**src/rtl/fir_seq_pkg.sv**
```systemverilog
package fir_seq_pkg;

    typedef enum logic [1:0] {
        ST_IDLE  = 2'd0,
        ST_ISSUE = 2'd1,
        ST_DRAIN = 2'd2
    } fir_state_e;

endpackage

```
**src/rtl/fir_hist_chain.sv**
```systemverilog
module fir_hist_chain #(
    parameter int TAPS = 11,
    parameter int DW   = 8,
    parameter int AW   = 4
) (
    input  logic          clk,
    input  logic          rst,
    input  logic          shift_en,
    input  logic [DW-1:0] din,
    input  logic [AW-1:0] tap_sel,
    output logic [DW-1:0] tap_val
);

    logic [DW-1:0] hist_d [TAPS];
    logic [DW-1:0] hist_q [TAPS];

    // slot 0 takes the new sample; every other slot takes its lower neighbour
    for (genvar g = 0; g < TAPS; g++) begin : g_slot
        if (g == 0) begin : g_head
            assign hist_d[g] = shift_en ? din : hist_q[g];
        end else begin : g_body
            assign hist_d[g] = shift_en ? hist_q[g-1] : hist_q[g];
        end
    end

    always_ff @(posedge clk) begin
        for (int i = 0; i < TAPS; i++) begin
            hist_q[i] <= rst ? '0 : hist_d[i];
        end
    end

    always_comb begin
        tap_val = '0;
        for (int i = 0; i < TAPS; i++) begin
            if (tap_sel == AW'(i)) begin
                tap_val = hist_q[i];
            end
        end
    end

endmodule

```
**src/rtl/fir_mac_unit.sv**
```systemverilog
module fir_mac_unit #(
    parameter int DW = 8
) (
    input  logic          clk,
    input  logic          rst,
    input  logic          clr,
    input  logic          en,
    input  logic [DW-1:0] op_a,
    input  logic [DW-1:0] op_b,
    output logic [DW-1:0] acc
);

    logic signed [2*DW-1:0] prod;
    logic        [DW-1:0]   acc_d;
    logic        [DW-1:0]   acc_q;

    // the one multiplier shared by every tap
    always_comb begin
        prod  = $signed(op_a) * $signed(op_b);
        acc_d = acc_q;
        if (clr) begin
            acc_d = '0;
        end else if (en) begin
            acc_d = acc_q + prod[DW-1:0];
        end
    end

    always_ff @(posedge clk) begin
        if (rst) begin
            acc_q <= '0;
        end else begin
            acc_q <= acc_d;
        end
    end

    assign acc = acc_q;

endmodule

```
**src/rtl/fir_seq_ctrl.sv**
```systemverilog
module fir_seq_ctrl
    import fir_seq_pkg::*;
#(
    parameter int TAPS = 11,
    parameter int AW   = 4
) (
    input  logic          clk,
    input  logic          rst,
    input  logic          start,
    input  logic          in_vld,
    output logic          idle,
    output logic          accept,
    output logic          coef_rd,
    output logic [AW-1:0] coef_addr,
    output logic          mac_en,
    output logic [AW-1:0] tap_sel,
    output logic          done
);

    localparam logic [AW-1:0] LAST_TAP = AW'(TAPS - 1);

    typedef struct packed {
        fir_state_e    st;
        logic [AW-1:0] addr;
        logic          pend;
        logic [AW-1:0] ptap;
        logic          done;
    } ctrl_t;

    ctrl_t ctl_d, ctl_q;

    always_comb begin
        ctl_d      = ctl_q;
        ctl_d.pend = 1'b0;
        ctl_d.done = 1'b0;
        accept     = (ctl_q.st == ST_IDLE) && start && in_vld;
        case (ctl_q.st)
            ST_IDLE: begin
                if (accept) begin
                    ctl_d.st   = ST_ISSUE;
                    ctl_d.addr = LAST_TAP;
                end
            end
            ST_ISSUE: begin
                ctl_d.pend = 1'b1;
                ctl_d.ptap = ctl_q.addr;
                if (ctl_q.addr == '0) begin
                    ctl_d.st = ST_DRAIN;
                end else begin
                    ctl_d.addr = ctl_q.addr - 1'b1;
                end
            end
            ST_DRAIN: begin
                ctl_d.st   = ST_IDLE;
                ctl_d.done = 1'b1;
            end
            default: begin
                ctl_d.st = ST_IDLE;
            end
        endcase
    end

    always_ff @(posedge clk) begin
        if (rst) begin
            ctl_q.st   <= ST_IDLE;
            ctl_q.addr <= '0;
            ctl_q.pend <= 1'b0;
            ctl_q.ptap <= '0;
            ctl_q.done <= 1'b0;
        end else begin
            ctl_q <= ctl_d;
        end
    end

    assign idle      = (ctl_q.st == ST_IDLE);
    assign coef_rd   = (ctl_q.st == ST_ISSUE);
    assign coef_addr = ctl_q.addr;
    assign mac_en    = ctl_q.pend;
    assign tap_sel   = ctl_q.ptap;
    assign done      = ctl_q.done;


    accept_starts_walk_chk: assert property (@(posedge clk) disable iff (rst)
        (idle && start && in_vld) |=> (coef_rd && coef_addr == LAST_TAP));


    addr_first_chk: assert property (@(posedge clk) disable iff (rst)
        $rose(coef_rd) |-> (coef_addr == LAST_TAP));


    addr_step_chk: assert property (@(posedge clk) disable iff (rst)
        (coef_rd && $past(coef_rd)) |-> (coef_addr == $past(coef_addr) - 1'b1));


    done_single_chk: assert property (@(posedge clk) disable iff (rst)
        done |=> !done);


    done_idle_chk: assert property (@(posedge clk) disable iff (rst)
        done |-> idle);

endmodule

```
**src/rtl/fir_seq_engine.sv**
```systemverilog
module fir_seq_engine #(
    parameter int TAPS = 11,
    parameter int DW   = 8,
    localparam int AW  = (TAPS > 1) ? $clog2(TAPS) : 1
) (
    input  logic          clk,
    input  logic          rst,
    input  logic          start,
    input  logic [DW-1:0] sample,
    input  logic          sample_vld,
    output logic [AW-1:0] coef_addr,
    output logic          coef_rd,
    input  logic [DW-1:0] coef_data,
    output logic [DW-1:0] result,
    output logic          result_vld,
    output logic          done,
    output logic          idle
);

    logic          accept;
    logic          mac_en;
    logic [AW-1:0] tap_sel;
    logic [DW-1:0] tap_val;
    logic          done_w;

    fir_seq_ctrl #(.TAPS(TAPS), .AW(AW)) u_ctrl (
        .clk       (clk),
        .rst       (rst),
        .start     (start),
        .in_vld    (sample_vld),
        .idle      (idle),
        .accept    (accept),
        .coef_rd   (coef_rd),
        .coef_addr (coef_addr),
        .mac_en    (mac_en),
        .tap_sel   (tap_sel),
        .done      (done_w)
    );

    fir_hist_chain #(.TAPS(TAPS), .DW(DW), .AW(AW)) u_hist (
        .clk      (clk),
        .rst      (rst),
        .shift_en (accept),
        .din      (sample),
        .tap_sel  (tap_sel),
        .tap_val  (tap_val)
    );

    fir_mac_unit #(.DW(DW)) u_mac (
        .clk  (clk),
        .rst  (rst),
        .clr  (accept),
        .en   (mac_en),
        .op_a (tap_val),
        .op_b (coef_data),
        .acc  (result)
    );

    assign done       = done_w;
    assign result_vld = done_w;


    mac_follows_read_chk: assert property (@(posedge clk) disable iff (rst)
        mac_en |-> $past(coef_rd));

endmodule

```
**config.mk**
```make
export PLATFORM = sky130hd
export DESIGN_NAME = fir_seq_engine
export DESIGN_NICKNAME = d
export VERILOG_FILES = /design/src/rtl/fir_seq_pkg.sv /design/src/rtl/fir_hist_chain.sv /design/src/rtl/fir_mac_unit.sv /design/src/rtl/fir_seq_ctrl.sv /design/src/rtl/fir_seq_engine.sv
export SDC_FILE = /design/constraint.sdc
export NUM_CORES = 1
export LEC_CHECK = 0
export ABC_AREA = 1
export BUFFER_PORTS_ARGS = -buffer_cell sky130_fd_sc_hd__buf_4
export CORE_ASPECT_RATIO = 1.5
export CORE_MARGIN = 5
export CORE_UTILIZATION = 35
export CTS_CLUSTER_DIAMETER = 60
export DETAILED_ROUTE_END_ITERATION = 8
export PLACE_DENSITY = 0.49
export SLEW_MARGIN = 10
export SYNTH_ARGS = -nofsm -noshare
export SYNTH_HDL_FRONTEND = slang
export SYNTH_SLANG_ARGS = --single-unit
```
**constraint.sdc**
```tcl
create_clock -name clk -period 6.2 [get_ports clk]
set_clock_uncertainty 0.05 [all_clocks]
set_input_delay 0.93 -clock clk [delete_from_list [all_inputs] [get_ports clk]]
set_output_delay 0.93 -clock clk [all_outputs]
set_load 0.02 [all_outputs]
```
==> metrics.md, run 1 <==
| Metric | Value |
|---|---|
| Outcome | finished clean |
| M1 WL | 6300 um |
| Part of the cycle the worst path needs | 90.4% |
| Yosys top cell area share | 36.7% |
| Diode count | 0 |
| Top Metal Used | met4 |
| Number of global-route vias before repair | 5,054 |
| Die W | 116 um |
| Final hold vios | 0 |
| Worst slew pin tran | ~830 ps |
| Bufs on Longest Clock Path | 2 |
| Worst EP arrival | 5800 ps |
| Seq/Total Area, Yosys | 36.7% |
| Final worst path period need | 5600 ps |
| Count leader, synth | nor2_1 |
| Port Buffers | 35 |
| Total CTS buffers | 9 |
| Synth warn | 0 |
| Register-to-Register Setup Slack | 600 ps |
| Final hold slack | about 400 ps |
| Peak Freq | roughly 180 MHz |
| Core Region | around 0.017 mm^2 |
| GRT Util Overall | 16.4% |
| Initial antenna violation count | 0 |
| RSZ-0062 raised after global routing | no |
| IO Count | 36 |
| Routed Antenna Nets | 0 |
| Static leakage | 2.98 nW |
| Root Driver | clkbuf_16 |
| WS Path Type | flip-flop to flip-flop |
| Sink Count | 108 |
| Peak supply drop | ~0.12 mV |
| First-pass GRT wire length | 25,500 um |
| Ranking of synthesized cells by area | dfxtp_1, nor2_1, o21ai_0 |
| WL met3 | 312 um |
| Setup violators final | 0 |
| Syn Nets | 900 |
| Largest net degree at the start of global routing | 95 |
| DRT iter0 DRCs | between 200 and 250 |
| WL met2 | 8260 um |
| Power Dens Cells | 270 mW/mm^2 |
| RePlAce Congestion | 0.884 |
| Post-CTS Resized | 0 |
| DRC | 0 |
| Place WS | 571 ps |
| Most instantiated cells after synthesis | nor2_1, nand2_1, dfxtp_1 |
| Critical path's largest stage delay | 500 ps |
| DP HPWL | 11,400 um |
| Post-CTS setup buffers | 0 |
| Share of post-route cells with drive strength above 1 | 10.5% |
| Row cnt | 58 |
| Nets | a little over 900 |
| Max_cap viols | 0 |
| Async set-or-reset flop fraction in the synthesized netlist | 0% |
| Max-slew violations | 0 |
| Crit start category | flip-flop |
| Worst Path Required | 6400 ps |
| Synthesized area per cell | 7.02 um^2 |
| Path type of the worst min-delay path | flip-flop to flip-flop |
| CP Capture Type | flip-flop |
| Synth cell types | 32 |
| Vias | 5,053 |
| Worst skew pair latency | between 300 and 400 ps |
| Setup ws final | around 600 ps |
| Die Span Y | 169 um |
| Crit path max fanout | 10 |
| Area Growth Syn to Fin | 11.5% |
| CTS tree | done |
| Remaining global-route overflow | 0 |
| Area leader, netlist | dfxtp_1 |
| Cells after Synth | 840 |
| Flops & latches, synth | 108 |
| H-tree Lvls | 3 |
| Synthesized cell area | 0.00589 mm^2 |
| Die ar. | 0.0196 mm^2 |
| Slew HR | between 40% and 50% |
| Post-synth EDFFs | 0 |
| Starting density of the core | 35.3% |
| Slowest-stage cell, CP | fa_1 |
| Post-Route WL | 15,300 um |
| Vias/cell | approximately 4.7 |
| Drt wl/cell | 14.4 um |
| Pre-antenna DRT Iters | 6 |
| Most used cell, CP | nand2_1 |
| Main flop type after synthesis | dfxtp_1 |
| Clock transition at the registers of the reported paths | about 80 ps |
| Setup TNS | 0 ps |
| Hold Buf Count CTS | 0 |
-- per-stage QoR --
stage	cell area, um^2	utilization [%]	instances	power [mW]
6_report	6570	39.4	1068	1.78
5_1_grt	6570	39.4	1068	1.90
4_1_cts	6570	39.4	1068	1.81
3_5_place_dp	6280	37.6	1052	1.24
3_3_place_gp	6280	37.6	1052	1.24
2_1_floorplan	5890	-	840	1.11
-- final cells by class --
class | instances | area, um^2
clock buffer | 10 | 239
clock inverter | 6 | 47.5
inverter | 106 | 398
multi-input combinational | 588 | 3160
sequential | 108 | 2160
fill | 1847 | 10100
tap | 210 | 263
timing repair buffer | 40 | 300
-- flip-flops by register name, summed over array words and instances, names as in the netlist --
name	flops
u_ctrl.tap_sel	4
u_ctrl.coef_addr	4
u_ctrl.ctl_q	2
u_mac.acc	8
u_ctrl.done	1
u_hist.hist_q	88
u_ctrl.mac_en	1
-- path summary, 6_finish.rpt --
kind,to,startpoint,cells past startpoint
hold reg to reg,u_ctrl.done,u_ctrl.ctl_q[10],1
setup reg to reg,u_mac.acc[7],u_ctrl.tap_sel[0],35
hold / removal,u_ctrl.done,u_ctrl.ctl_q[10],1
setup / recovery,u_mac.acc[7],u_ctrl.tap_sel[0],35
-- power by group --
part | internal, mW | switching, mW
logic | 0.156 | 0.279
registers | 0.744 | 0.0388
clock network | 0.288 | 0.271
total | 1.19 | 0.589
-- layer usage --
| layer | vias to the layer above | GRT usage (%) |
|---|---|---|
| li1 | 2674 | - |
| met1 | 2285 | 18.0 |
| met2 | 64 | 31.0 |
| met3 | 30 | 2.00 |
| met4 | 0 | 6.76 |
| met5 | - | 0 |
-- layout by cell type, fill, tap and decap left out, types with 3 or more instances in the layout --
cell type | netlist | routed
nor3_1 | 3 | 3
nand4_1 | 15 | 15
nand3_1 | 41 | 40
a21oi_1 | 38 | 38
clkbuf_16 | 0 | 9
nor2_1 | 173 | 173
inv_1 | 101 | 100
or2_1 | 5 | 5
o21ai_0 | 100 | 100
nor2_2 | 5 | 5
nand2_1 | 128 | 128
or2_2 | 3 | 3
dfxtp_1 | 108 | 108
nand3_2 | 2 | 3
nor2_4 | 6 | 6
or2_0 | 6 | 6
fa_1 | 18 | 18
xnor2_1 | 4 | 4
ha_1 | 22 | 22
inv_2 | 4 | 6
nand2_2 | 8 | 8
buf_4 | 5 | 40
-- kinds of logic (layout without fill, tap and decap cells) --
group / count (synthesis) / count (layout) / share of synthesized area (%)
AO/OA/AOI/OAI: 142 / 142 / 12.1
AND/OR/NAND/NOR: 400 / 400 / 29.7
adder cells (fa/ha/maj): 40 / 40 / 10.8
flip-flops: 108 / 108 / 36.7
XOR/XNOR: 6 / 6 / 0.892
buffers and inverters: 144 / 162 / 9.77
-- worst max-delay path: cells and delay by family (launching register included) --
family                     cells  cell delay [ps]
AOI/OAI and AO/OA              1              190
adders and majority gates      6             2580
buffers and inverters          9              590
DFF                            1              370
and+or+nand+nor               19             1700
(Power assumes the default switching activity.)
==> run 2: changes to the inputs <==
- RECOVER_POWER: default -> 100
==> metrics.md, run 2 (same netlist as run 1, synthesis figures left out) <==
| Metric | Value |
|---|---|
| Area Growth Syn to Fin | 9.96% |
| DRC | 0 (unchanged) |
| Switch Pwr | 0.587 mW (-0.21%) |
| Crit start category | flip-flop |
| Nets | 913 (unchanged) |
| Part of the cycle the worst path needs | 91.0% (+0.61 points) |
| Die Span Y | 169 um (unchanged) |
| RSZ-0062 raised after global routing | no |
| DP Area | 0.00628 mm^2 (unchanged) |
| Vias/cell | 4.73 (unchanged) |
| GRT Util Overall | 16.4% (unchanged) |
| Worst Path Required | 6410 ps (about the same) |
| Static leakage | 2.89 nW (-2.8%) |
| Number of fill cells | 1,860 (+0.70%) |
| Violated checks | max-capacitance violations, max-slew violations |
| Crit path max fanout | 16 (+6) |
| Remaining global-route overflow | 0 (unchanged) |
| H-tree Lvls | 3 (unchanged) |
| Max-slew violations | 136 (+136) |
| Slowest-stage cell, CP | fa_1 |
| CP Buf/Inv Count | 8 (-1) |
| DRT iter0 DRCs | 222 (-2.6%) |
| Power Dens Cells | 274 mW/mm^2 (+1.2%) |
| Post-CTS setup buffers | 0 (unchanged) |
| Routed Antenna Nets | 0 (unchanged) |
| Root Driver | clkbuf_16 |
| Path type of the worst min-delay path | flip-flop to flip-flop |
| Critical path's largest stage delay | 500 ps (about the same) |
| Inst Count DP | 1,052 (unchanged) |
| Vias | 5,053 (unchanged) |
| Max_cap viols | 2 (+2) |
| Final non-filler cell area | 0.00648 mm^2 (-1.4%) |
| Diode count | 0 (unchanged) |
| Post-CTS Resized | 0 (unchanged) |
| DP HPWL | 11,400 um (unchanged) |
| Pre-antenna DRT Iters | 4 (-2) |
| Die W | 116 um (unchanged) |
| Total CTS buffers | 9 (unchanged) |
| Reg with most FFs | u_hist.hist_q |
| Worst EP arrival | 5850 ps (+50 ps) |
| Slew HR | -132% (-180 points) |
| First-pass GRT wire length | 25,500 um (unchanged) |
| Peak Freq | 177 MHz (-0.67%) |
| Worst slew pin tran | 3470 ps (+2650 ps) |
| Die ar. | 0.0196 mm^2 (unchanged) |
| CP Capture Type | flip-flop |
| RePlAce Congestion | 0.884 (unchanged) |
| Register-to-Register Setup Slack | 560 ps (-40 ps) |
| Crit-path leading delay family | adder cells |
| Switching Fraction | 33.1% (about the same) |
| Max reg flops | 88 (unchanged) |
| Final worst path period need | 5640 ps (+37.7 ps) |
| Initial antenna violation count | 0 (unchanged) |
| Setup violators final | 0 (unchanged) |
| Commonest non-fill, non-tap cell in the layout | nor2_1 |
| Most used cell, CP | nand2_1 |
| Bufs on Longest Clock Path | 2 (unchanged) |
| Post-Route WL | 15,400 um (+0.30%) |
| Largest net degree at the start of global routing | 95 (unchanged) |
| Starting density of the core | 35.3% (unchanged) |
| Finished Layout Cells | 1,068 (unchanged) |
| WS Path Type | flip-flop to flip-flop |
| Outcome | complete, but fails checks |
| CTS tree | done |
| Final hold vios | 0 (unchanged) |
| Sink Count | 108 (unchanged) |
| Share of post-route cells with drive strength above 1 | 7.69% (-2.8 points) |
| Sequential share of power | 44.1% (about the same) |
| Setup TNS | 0 ps (unchanged) |
| Clock transition at the registers of the reported paths | 80 ps (about the same) |
| Internal power | 1.19 mW (-0.18%) |
| Port Buffers | 35 (unchanged) |
| Hold Buf Count CTS | 0 (unchanged) |
| Clock power frac | 31.6% (about the same) |
| Peak supply drop | 0.127 mV (+2.0%) |
| Number of global-route vias before repair | 5,054 (unchanged) |
| Commonest non-fill, non-tap cells in the layout | nor2_1, nand2_1, dfxtp_1 |
| Core Util, Final | 38.8% (-0.54 points) |
| IO Count | 36 (unchanged) |
| Drt wl/cell | 14.4 um (+0.30%) |
| Row cnt | 58 (unchanged) |
| Core Region | 0.0167 mm^2 (unchanged) |
| Worst skew pair latency | 350 ps (about the same) |
| Logic gate share of total power | 24.3% (-0.2 points) |
## run 2: changes by cell type in the layout (fill, tap and decap cells not counted), sizes merged
cell,previous run,this run
clkinv,3,4
buf,40,20
clkbuf,10,30
inv,108,107
## run 2: worst register-to-register path: cells and delay by family, from the launching register on
kind                     cells  cell delay [ps]
AO/OA/AOI/OAI                1              190
AND/OR/NAND/NOR             20             1910
buffers and inverters        8              410
adder cells (fa/ha/maj)      6             2580
flip-flops                   1              380
## run 2: path summary, 6_finish.rpt
kind	from	end	cells after the start
worst min-delay path	u_ctrl.ctl_q[11]	u_ctrl.done	2
worst max register to register	u_ctrl.tap_sel[2]	u_mac.acc[7]	35
worst max-delay path	u_ctrl.tap_sel[2]	u_mac.acc[7]	35
worst min register to register	u_ctrl.ctl_q[11]	u_ctrl.done	2
## run 2: final cells by class
class	instances	area (um^2)	share of cell area, %
flip-flops and latches	108	2160	33.4
well taps	210	263	4.05
clock buffers	10	239	3.69
multi-input cells	588	3140	48.5
inverters	106	398	6.14
repair buffers	40	229	3.53
clock inverters	6	47.5	0.734
## run 2: per-layer routing
metal | part of all wire (%) | vias up | GRT usage (%)
met1 | 41 | 2273 | 18.0
met2 | 54 | 71 | 31.0
met5 | 0 | - | 0
li1 | - | 2674 | -
met4 | 3.4 | 0 | 6.76
met3 | 2.1 | 35 | 2.00
## run 2: power groups by stage
| stage | sequential, mW | clock (mW) | combinational (mW) |
|---|---|---|---|
| 3_3_place_gp | 0.800 | 0 | 0.444 |
| 4_1_cts | 0.784 | 0.582 | 0.445 |
| 2_1_floorplan | 0.787 | 0 | 0.323 |
| 5_1_grt | 0.790 | 0.604 | 0.507 |
| 6_report | 0.782 | 0.560 | 0.430 |
| 3_5_place_dp | 0.800 | 0 | 0.443 |
## run 2: metrics by stage
| step | setup WS, ps | power, mW | hold slack, ps |
|---|---|---|---|
| CTS | 552 | 1.81 | 401 |
| floorplan | 1080 | 1.11 | 372 |
| detailed placement | 571 | 1.24 | 387 |
| finish | 560 | 1.77 | 399 |
| global placement | 627 | 1.24 | 390 |
| global route | 13.8 | 1.90 | 420 |
